**src/rtl/uart_irq_pkg.sv**
```systemverilog
// Shared definitions for the interrupt identifier.
// Source indices equal the enable-register bit positions.
package uart_irq_pkg;
    localparam int NSRC    = 4;
    localparam int SRC_RXD = 0;
    localparam int SRC_TXE = 1;
    localparam int SRC_ERR = 2;
    localparam int SRC_MDM = 3;

    typedef enum logic [1:0] {
        ID_MODEM = 2'b00,
        ID_TXE   = 2'b01,
        ID_RXD   = 2'b10,
        ID_RXERR = 2'b11
    } irq_id_e;
endpackage

```
**src/rtl/irq_src_flag.sv**
```systemverilog
// One pending flag. A set request beats a clear request in the same
// cycle, so an event is never lost to a concurrent service action.
// Assumes a synchronous active-low reset.
module irq_src_flag (
    input  logic clk,
    input  logic rst_n,
    input  logic set_i,
    input  logic clr_i,
    output logic pend_o
);
    // Hold the flag: set dominates clear.
    always_ff @(posedge clk) begin
        if (!rst_n)     pend_o <= 1'b0;
        else if (set_i) pend_o <= 1'b1;
        else if (clr_i) pend_o <= 1'b0;
    end
endmodule

```
**src/rtl/irq_prio_enc.sv**
```systemverilog
// Fixed-priority encoder over the enabled pending flags.
// Order: receive error, receive data, transmit empty, modem change.
// Assumes the input is already masked by the enable bits.
module irq_prio_enc
    import uart_irq_pkg::*;
#(
    parameter int N = NSRC
) (
    input  logic [N-1:0] req_i,
    output logic         any_o,
    output irq_id_e      id_o
);
    // Pick the highest-priority request.
    always_comb begin
        any_o = |req_i;
        if (req_i[SRC_ERR])      id_o = ID_RXERR;
        else if (req_i[SRC_RXD]) id_o = ID_RXD;
        else if (req_i[SRC_TXE]) id_o = ID_TXE;
        else                     id_o = ID_MODEM;
    end
endmodule

```
**src/rtl/uart_irq_ident.sv**
```systemverilog
// Top of the interrupt identifier. It latches four event pulses, masks
// them with a host-written enable register and presents the winner as an
// identification byte plus an interrupt line. Both outputs follow the
// flags with no extra register stage.
// Assumes event and strobe inputs are single-cycle and synchronous to clk.
module uart_irq_ident
    import uart_irq_pkg::*;
#(
    parameter int DW  = 8,
    parameter int ENW = NSRC
) (
    input  logic          clk,
    input  logic          rst_n,
    input  logic          ev_rx_err,
    input  logic          ev_rx_data,
    input  logic          ev_tx_empty,
    input  logic          ev_modem,
    input  logic          ier_we,
    input  logic [DW-1:0] ier_din,
    input  logic          rd_lsr,
    input  logic          rd_msr,
    input  logic          rd_rbr,
    input  logic          rd_iir,
    input  logic          wr_thr,
    output logic [DW-1:0] iir,
    output logic          irq
);
    localparam int PADW = DW - 3;

    logic [ENW-1:0] en_q;
    logic [ENW-1:0] set_v;
    logic [ENW-1:0] clr_v;
    logic [ENW-1:0] pend;
    logic [ENW-1:0] masked;
    logic           any;
    irq_id_e        id;

    // Enable register: only the low ENW data bits are stored.
    always_ff @(posedge clk) begin
        if (!rst_n)      en_q <= '0;
        else if (ier_we) en_q <= ier_din[ENW-1:0];
    end

    // Route events to their flag slots.
    always_comb begin
        set_v          = '0;
        set_v[SRC_RXD] = ev_rx_data;
        set_v[SRC_TXE] = ev_tx_empty;
        set_v[SRC_ERR] = ev_rx_err;
        set_v[SRC_MDM] = ev_modem;
    end

    // Route service actions to their flag slots.
    always_comb begin
        clr_v          = '0;
        clr_v[SRC_RXD] = rd_rbr;
        clr_v[SRC_TXE] = wr_thr | (rd_iir & any & (id == ID_TXE));
        clr_v[SRC_ERR] = rd_lsr;
        clr_v[SRC_MDM] = rd_msr;
    end

    for (genvar g = 0; g < ENW; g++) begin : g_flag
        irq_src_flag u_flag (
            .clk    (clk),
            .rst_n  (rst_n),
            .set_i  (set_v[g]),
            .clr_i  (clr_v[g]),
            .pend_o (pend[g])
        );
    end

    assign masked = pend & en_q;

    irq_prio_enc #(.N(ENW)) u_enc (
        .req_i (masked),
        .any_o (any),
        .id_o  (id)
    );

    // Assemble the identification byte and the request line.
    always_comb begin
        iir = {{PADW{1'b0}}, id, ~any};
        irq = any;
    end
endmodule

```
**config.mk**
```make
export PLATFORM = sky130hd
export DESIGN_NAME = uart_irq_ident
export DESIGN_NICKNAME = d
export VERILOG_FILES = /design/src/rtl/uart_irq_pkg.sv /design/src/rtl/irq_src_flag.sv /design/src/rtl/irq_prio_enc.sv /design/src/rtl/uart_irq_ident.sv
export SDC_FILE = /design/constraint.sdc
export NUM_CORES = 1
export LEC_CHECK = 0
export BUFFER_PORTS_ARGS = -buffer_cell sky130_fd_sc_hd__buf_2
export CAP_MARGIN = 20
export CORE_AREA = 2 2 39 41
export CTS_CLUSTER_DIAMETER = 50
export DETAILED_ROUTE_END_ITERATION = 12
export DIE_AREA = 0 0 41 43
export HOLD_SLACK_MARGIN = 0.02
export PLACE_DENSITY_LB_ADDON = 0.3
export SLEW_MARGIN = 20
export SYNTH_ARGS = -nofsm -noshare
export SYNTH_HDL_FRONTEND = slang
export SYNTH_SLANG_ARGS = --single-unit
```
**constraint.sdc**
```tcl
create_clock -name clk -period 1.1 [get_ports clk]
set_clock_uncertainty 0.2 [all_clocks]
set_input_delay 0.055 -clock clk [delete_from_list [all_inputs] [get_ports clk]]
set_output_delay 0.055 -clock clk [all_outputs]
set_load 0.05 [all_outputs]
```
; Word-level counts from Yosys, hierarchy flattened
; Cells that the tools add are included.
[word_totals]
regBits = 8
input_bits = 20
out_inout_bits = 9
word_cells = 27
[classes]
n_eq_ne = 1
mux = 11
n_bitwise = 5
reduce_logical = 5
[ops]
columns = operator, n
row1 = 1-bit 2-to-1 mux, 9
row2 = 2-bit nonzero test, 4
row3 = 4-bit bitwise AND, 1
row4 = 2-bit 2-to-1 mux, 2
row5 = 4-bit OR reduction, 1
row6 = 1-bit bitwise AND, 2
row7 = 2-bit by 1-bit == test with 1-bit output (second input constant), 1
row8 = 1-bit inverter, 1
row9 = 1-bit bitwise OR, 1

; Logic depth before layout (Yosys ltp)
; Gate-level depths: netlist of the first run.
[logic_depth]
ltp_word = 9
ltp_mapped = 3

; Cells and area by module
; From an unflattened synthesis of the first run, not the netlist that was laid out.
[unflattened]
cells_unflattened = 42
hier_area_um2 = 429.2
[by_module_without_submodules]
columns = module, instances, cells_per_inst, area_each_um2, seq_area_each_um2
row1 = uart_irq_ident, 1, 26, 240.2, 80.1
row2 = irq_src_flag, 4, 3, 41.3, 20.0
row3 = irq_prio_enc, 1, 4, 23.8, 0.0

; Worst setup path before layout of the first run
; Ideal clock, no wire load.
[synth_timing]
path_kind = register to output
from = reg g_flag[2].u_flag.pend_o
to = out iir[0]
arrival_time_ps = 1849
required_time_ps = 845
slack_ps = -1004
path_stages_with_launch = 3
path_buffers = 0
path_cell_list = dfxtp_1 -> a22o_4 -> a221oi_1
[synth_via]
elab_chain_cells = 3
[synth_lines]
columns = item, line
row1 = "start, declared", irq_src_flag.sv:9  ; output logic pend_o
row2 = "start signal, assigned", irq_src_flag.sv:13  ; if (!rst_n) pend_o <= 1'b0;
row3 = "start signal, assigned", irq_src_flag.sv:14  ; else if (set_i) pend_o <= 1'b1;
row4 = "start signal, assigned", irq_src_flag.sv:15  ; else if (clr_i) pend_o <= 1'b0;
row5 = 4-bit bitwise AND, uart_irq_ident.sv:72  ; assign masked = pend & en_q;
row6 = 4-bit OR reduction, irq_prio_enc.sv:15  ; any_o = |req_i;
row7 = 1-bit inverter, uart_irq_ident.sv:82  ; iir = {{PADW{1'b0}}, id, ~any};
row8 = "end, declared", uart_irq_ident.sv:25  ; output logic [DW-1:0] iir,
; Every way passes these cells.

; Worst setup path after layout of the first run
[layout_timing]
from = reg g_flag[2].u_flag.pend_o
to = out irq
[layout_via]
elab_chain_cells = 2
[layout_lines]
columns = item, line
row1 = 4-bit bitwise AND, uart_irq_ident.sv:72
row2 = 4-bit OR reduction, irq_prio_enc.sv:15
row3 = "end, declared", uart_irq_ident.sv:26  ; output logic irq
; Every way passes these cells.

==> results of run 1 <==
-- what timing repair did --
action                                  4_1_cts  5_1_grt
endpoints found under the setup margin        5        8
gates resized for setup                       9        8
hold buffers                                 15        0
setup buffers                                 1        1
endpoints found under the hold margin         8        0
pin swaps                                     0        1
-- kinds of logic after synthesis --
kind of cell | share of synthesized area
buf+inv | 0.1090
simple gates | 0.1603
mux | 0.1026
flops | 0.4102
other cells | 0.009606
compound gates | 0.2083
-- area by class of cell --
class / count / area (um2) / share of cell area
clock buffer: 3 / 22.52 / 0.02922
multi-input combinational: 27 / 224.0 / 0.2906
timing repair buffer: 41 / 340.3 / 0.4416
tap: 16 / 20.02 / 0.02597
sequential: 8 / 163.9 / 0.2127
-- sequential cells by signal, summed over array words and instances, names as in the netlist --
signal                cells
en_q                      4
g_flag.u_flag.pend_o      4
-- worst max-delay path: cells and delay by family (launching register included) --
family | cells | cell delay (ns)
compound gates | 2 | 0.57
flops | 1 | 0.33
buf+inv | 1 | 0.15
-- power by group --
group	switching, uW	total [uW]	leakage [uW]	internal [uW]
sequential	22.8	333	0.0000673	310
combinational	126	258	0.000280	133
clock	105	230	0.0000138	125
total	253	821	0.000361	568
-- worst paths after layout --
check	cells after the start	startpoint	slack (ns)	end
worst max-delay path	3	g_flag[2].u_flag.pend_o	-0.47	irq
worst min-delay path	3	ev_rx_err	0.34	g_flag[2].u_flag.pend_o
worst min register to register	2	en_q[3]	0.38	en_q[3]
worst max register to register	4	g_flag[2].u_flag.pend_o	-0.25	g_flag[1].u_flag.pend_o
-- routing by layer --
metal	share of wire	global-route usage	vias to the layer above
li1	-	-	210
met1	0.41	0.2233	195
met3	0.079	0.09424	2
met2	0.50	0.2500	21
met5	0	0	-
met4	0.0079	0.06000	0
-- synthesized netlist by cell type (all sizes together) --
master	instances	area, um2
dfxtp	8	160.2
buf	6	42.54
conb	1	3.750
o221a	1	11.26
nand4b	1	8.760
mux2i	4	40.04
o21a	3	22.52
a221o	1	10.01
a32o	1	11.26
a22o	1	17.52
nand2	1	3.750
a221oi	1	8.760
nor2b	8	50.05
-- per-stage QoR --
stage | hold WS, ns | setup slack (ns) | total power (uW)
final | 0.3371 | -0.4719 | 821.2
after global routing | 0.3524 | -0.5080 | 873.2
after CTS | 0.3374 | -0.4648 | 812.9
after detailed placement | 0.06718 | -0.2218 | 525.0
after global placement | 0.06680 | -0.2129 | 523.0
after floorplan | -0.02754 | -0.2891 | 474.2
==> flow_metrics.env, run 1 <==
export IMPL_rsz0062_at_grt="yes"
export IMPL_grt_overflow=0
export IMPL_wl_per_cell_um=12.05
export IMPL_fin_setup_tns_ns=-1.840
export IMPL_setup_slack_ns=-0.4719
export IMPL_fin_util=0.5570
export IMPL_min_path_type="input pin to flop"
export IMPL_fmax_mhz=636.2
export IMPL_grt_use_total=0.1771
export IMPL_period_needed_ns=1.572
export IMPL_vias=428
export IMPL_synth_cell_types=14
export IMPL_violations="setup timing"
export IMPL_gp_congestion=0.7419
export IMPL_vdd_drop_max_mv=0.8306
export IMPL_critical_path_max_stage_delay_ns=0.33
export IMPL_die_area_um2=1763
export IMPL_mostFrequentLayoutCell="dlygate4sd3_1"
export IMPL_routed_wl_mm=1.145
export IMPL_syn_area_per_cell_um2=10.55
export IMPL_min_period_over_period=1.429
export IMPL_synth_cells=37
export IMPL_numCtsBuffers=3
export IMPL_n_fill_cell=123
export IMPL_layout_common_cells="dlygate4sd3_1, buf_2, nor2b_1, buf_6"
export IMPL_start_util=0.2821
export IMPL_die_x_um=41
export IMPL_h_tree_depth=1
export IMPL_clk_path_buf_depth=2
export IMPL_worstPathArrival_ns=1.32
export IMPL_dp_cells=76
export IMPL_antenna_cells=0
export IMPL_finalNonFillerCells=95
export IMPL_first_pass_iters=4
export IMPL_cp_required_ns=0.84
export IMPL_path_clk_slew_ns=0.05
export IMPL_cts_tree="built"
export IMPL_finalHoldViolCount=0
export IMPL_netlist_area_um2=390.4
export IMPL_io_pins=29
export IMPL_path_class="flop to output port"
export IMPL_drive_above_1_share=0.4684
export IMPL_seq_area_frac_synth=0.4103
export IMPL_ant_nets=0
export IMPL_crit_path_end_kind="output port"
export IMPL_fin_area_um2=770.7
export IMPL_cts_root_buf="clkbuf_4"
export IMPL_grt_pass1_vias=475
export IMPL_slew_viol_final=0
export IMPL_rows=14
export IMPL_cp_cell_sequence="a22o_4 > a221o_2 > buf_6"
export IMPL_cp_start_kind="flop"
export IMPL_clock_sinks=8
export IMPL_design_core_area_um2=1384
export IMPL_status="finished, violations left"
export IMPL_worst_path_max_fanout=3
export IMPL_setup_viol=5
export IMPL_power_density_nw_per_um2=1065
export IMPL_cap_viol_max_count=0
export IMPL_crit_path_top_delay_cell="dfxtp_2"
export IMPL_io_buffers=19
export IMPL_final_nets=101
export IMPL_grt_first_pass_wirelength_mm=2.007
export IMPL_die_h_um=43
export IMPL_placed_cell_area_um2=543.0
export IMPL_antenna_found_initial=0
export IMPL_clkLatencyLatePin_ns=0.26
export IMPL_vias_per_cell=4.505
export IMPL_syn2layout_area_growth_pct=97.44
export IMPL_drc_errors=0
export IMPL_initialDrtViolationCount=2
export IMPL_ys_ff_latch=8
export IMPL_leakage_uw=0.0003608
export IMPL_grt_max_degree=9
export IMPL_yosysWarnings=0
Note: power is estimated with default switching activity, not from simulation.
==> run 2: changes to the inputs <==
--- a/config.mk
+++ b/config.mk
@@ -8,10 +8,11 @@
 export BUFFER_PORTS_ARGS = -buffer_cell sky130_fd_sc_hd__buf_2
 export CAP_MARGIN = 20
 export CORE_AREA = 2 2 39 41
+export CTS_BUF_LIST = sky130_fd_sc_hd__clkbuf_16
 export CTS_CLUSTER_DIAMETER = 50
 export DETAILED_ROUTE_END_ITERATION = 12
 export DIE_AREA = 0 0 41 43
-export HOLD_SLACK_MARGIN = 0.02
+export HOLD_SLACK_MARGIN = 0.12
 export PLACE_DENSITY_LB_ADDON = 0.3
 export SLEW_MARGIN = 20
 export SYNTH_ARGS = -nofsm -noshare
==> run 2 against run 1 <==
  * The run ends with hold timing, setup timing left
  * Sequential power hardly changed
  * Power is 47% higher
  * First-iteration DRC count stayed put
  * Design area is 5.2% higher
  * Wire length is 2.0% lower
  * Sequential share of layout area is 1.1 points lower
  * Setup slack better by 0.036 ns
  * Largest cell class unchanged
==> flow_metrics.env, run 2 (synthesis gave the netlist of run 1 again) <==
export IMPL_rows=14
export IMPL_crit_path_end_kind="output port"
export IMPL_h_tree_depth=1
export IMPL_syn2layout_area_growth_pct=107.7
export IMPL_slew_viol_final=0
export IMPL_gp_congestion=0.7419
export IMPL_first_pass_iters=4
export IMPL_worst_path_max_fanout=3
export IMPL_place_ws_ns=-0.2218
export IMPL_cp_required_ns=0.84
export IMPL_final_nets=100
export IMPL_worst_r2r_cell_count=4
export IMPL_design_core_area_um2=1384
export IMPL_io_pins=29
export IMPL_grt_pass1_vias=465
export IMPL_grt_first_pass_wirelength_mm=2.042
export IMPL_numCtsBuffers=3
export IMPL_worstPathArrival_ns=1.28
export IMPL_fin_util=0.5859
export IMPL_hp_start="ier_we"
export IMPL_cp_start_kind="flop"
export IMPL_rsz0062_at_grt="yes"
export IMPL_cts_tree="built"
export IMPL_vdd_drop_max_mv=1.338
export IMPL_start_util=0.2821
export IMPL_violations="hold timing, setup timing"
export IMPL_fin_area_um2=810.8
export IMPL_clock_sinks=8
export IMPL_die_area_um2=1763
export IMPL_initialDrtViolationCount=2
export IMPL_grt_max_degree=9
export IMPL_reg2reg_from="g_flag[2].u_flag.pend_o"
export IMPL_antenna_cells=0
export IMPL_path_class="flop to output port"
export IMPL_cts_root_buf="clkbuf_16"
export IMPL_placed_cell_area_um2=543.0
export IMPL_routed_wl_mm=1.122
export IMPL_holdPathEnd="en_q[0]"
export IMPL_largestRegisters="en_q: 4 flops, g_flag.u_flag.pend_o: 4 flops"
export IMPL_vias=414
export IMPL_die_x_um=41
export IMPL_holdWs_ns=-0.008541
export IMPL_antenna_found_initial=0
export IMPL_leakage_uw=0.0003790
export IMPL_min_period_over_period=1.396
export IMPL_fmax_mhz=651.3
export IMPL_wl_per_cell_um=11.94
export IMPL_setup_slack_ns=-0.4354
export IMPL_mostFrequentLayoutCell="buf_2"
export IMPL_io_buffers=19
export IMPL_min_path_type="input pin to flop"
export IMPL_layout_common_cells="buf_2, dlygate4sd3_1, nor2b_1, buf_6"
export IMPL_cap_viol_max_count=0
export IMPL_finalHoldViolCount=4
export IMPL_vias_per_cell=4.404
export IMPL_grt_use_total=0.1891
export IMPL_period_needed_ns=1.535
export IMPL_hold_buffers=14
export IMPL_status="finished, violations left"
export IMPL_ant_nets=0
export IMPL_power_density_nw_per_um2=1486
export IMPL_fin_total_pwr_uw=1205
export IMPL_setup_viol=5
export IMPL_hold_depth=3
export IMPL_fin_setup_tns_ns=-1.695
export IMPL_clk_path_buf_depth=2
export IMPL_drive_above_1_share=0.4744
export IMPL_grt_overflow=0
export IMPL_die_h_um=43
export IMPL_rrSetupSlack_ns=-0.25
export IMPL_drc_errors=0
export IMPL_path_clk_slew_ns=0.04
export IMPL_clkLatencyLatePin_ns=0.23
export IMPL_r2r_end="g_flag[1].u_flag.pend_o"
run 2: cell type report:
type | instances | area, um2
well taps | 16 | 20.02
fillers | 117 | 573.1
flip-flops and latches | 8 | 163.9
multi-input cells | 27 | 224.0
repair buffers | 40 | 327.8
clock buffers | 3 | 75.07
run 2: timing repair:
item	4_1_cts	5_1_grt
pin swaps	0	1
resized for setup	10	6
endpoints found under the setup margin	5	6
setup buffers	1	1
endpoints found under the hold margin	8	4
run 2: power by group:
group | internal, uW | switching, uW
Clock | 469 | 147
Combinational | 129 | 125
Sequential | 312 | 22.2
run 2: per-layer routing:
metal | track usage | part of all wire | vias up
li1 | - | - | 209
met1 | 0.2233 | 0.44 | 184
met2 | 0.2500 | 0.46 | 17
met3 | 0.09424 | 0.068 | 4
met4 | 0.1400 | 0.037 | 0
met5 | 0 | 0 | -
run 2: worst max-delay path by stage:
stage | from | to
after floorplan | g_flag[2].u_flag.pend_o | iir[0]
after global placement | g_flag[2].u_flag.pend_o | irq
after detailed placement | g_flag[2].u_flag.pend_o | irq
after CTS | g_flag[2].u_flag.pend_o | irq
after global routing | g_flag[2].u_flag.pend_o | irq
final | g_flag[2].u_flag.pend_o | irq
run 2: worst max-delay path, stage by stage (launching register included):
cell     delay (ns)
dfxtp_2        0.32
a22o_4         0.27
a221o_2        0.30
buf_6          0.15
run 2: through the flow:
step	hold slack, ns	std cells
6_report	-0.008541	94
5_1_grt	0.03486	94
4_1_cts	-0.008523	94
3_5_place_dp	0.06718	76
3_3_place_gp	0.06680	76
2_1_floorplan	-0.02754	41
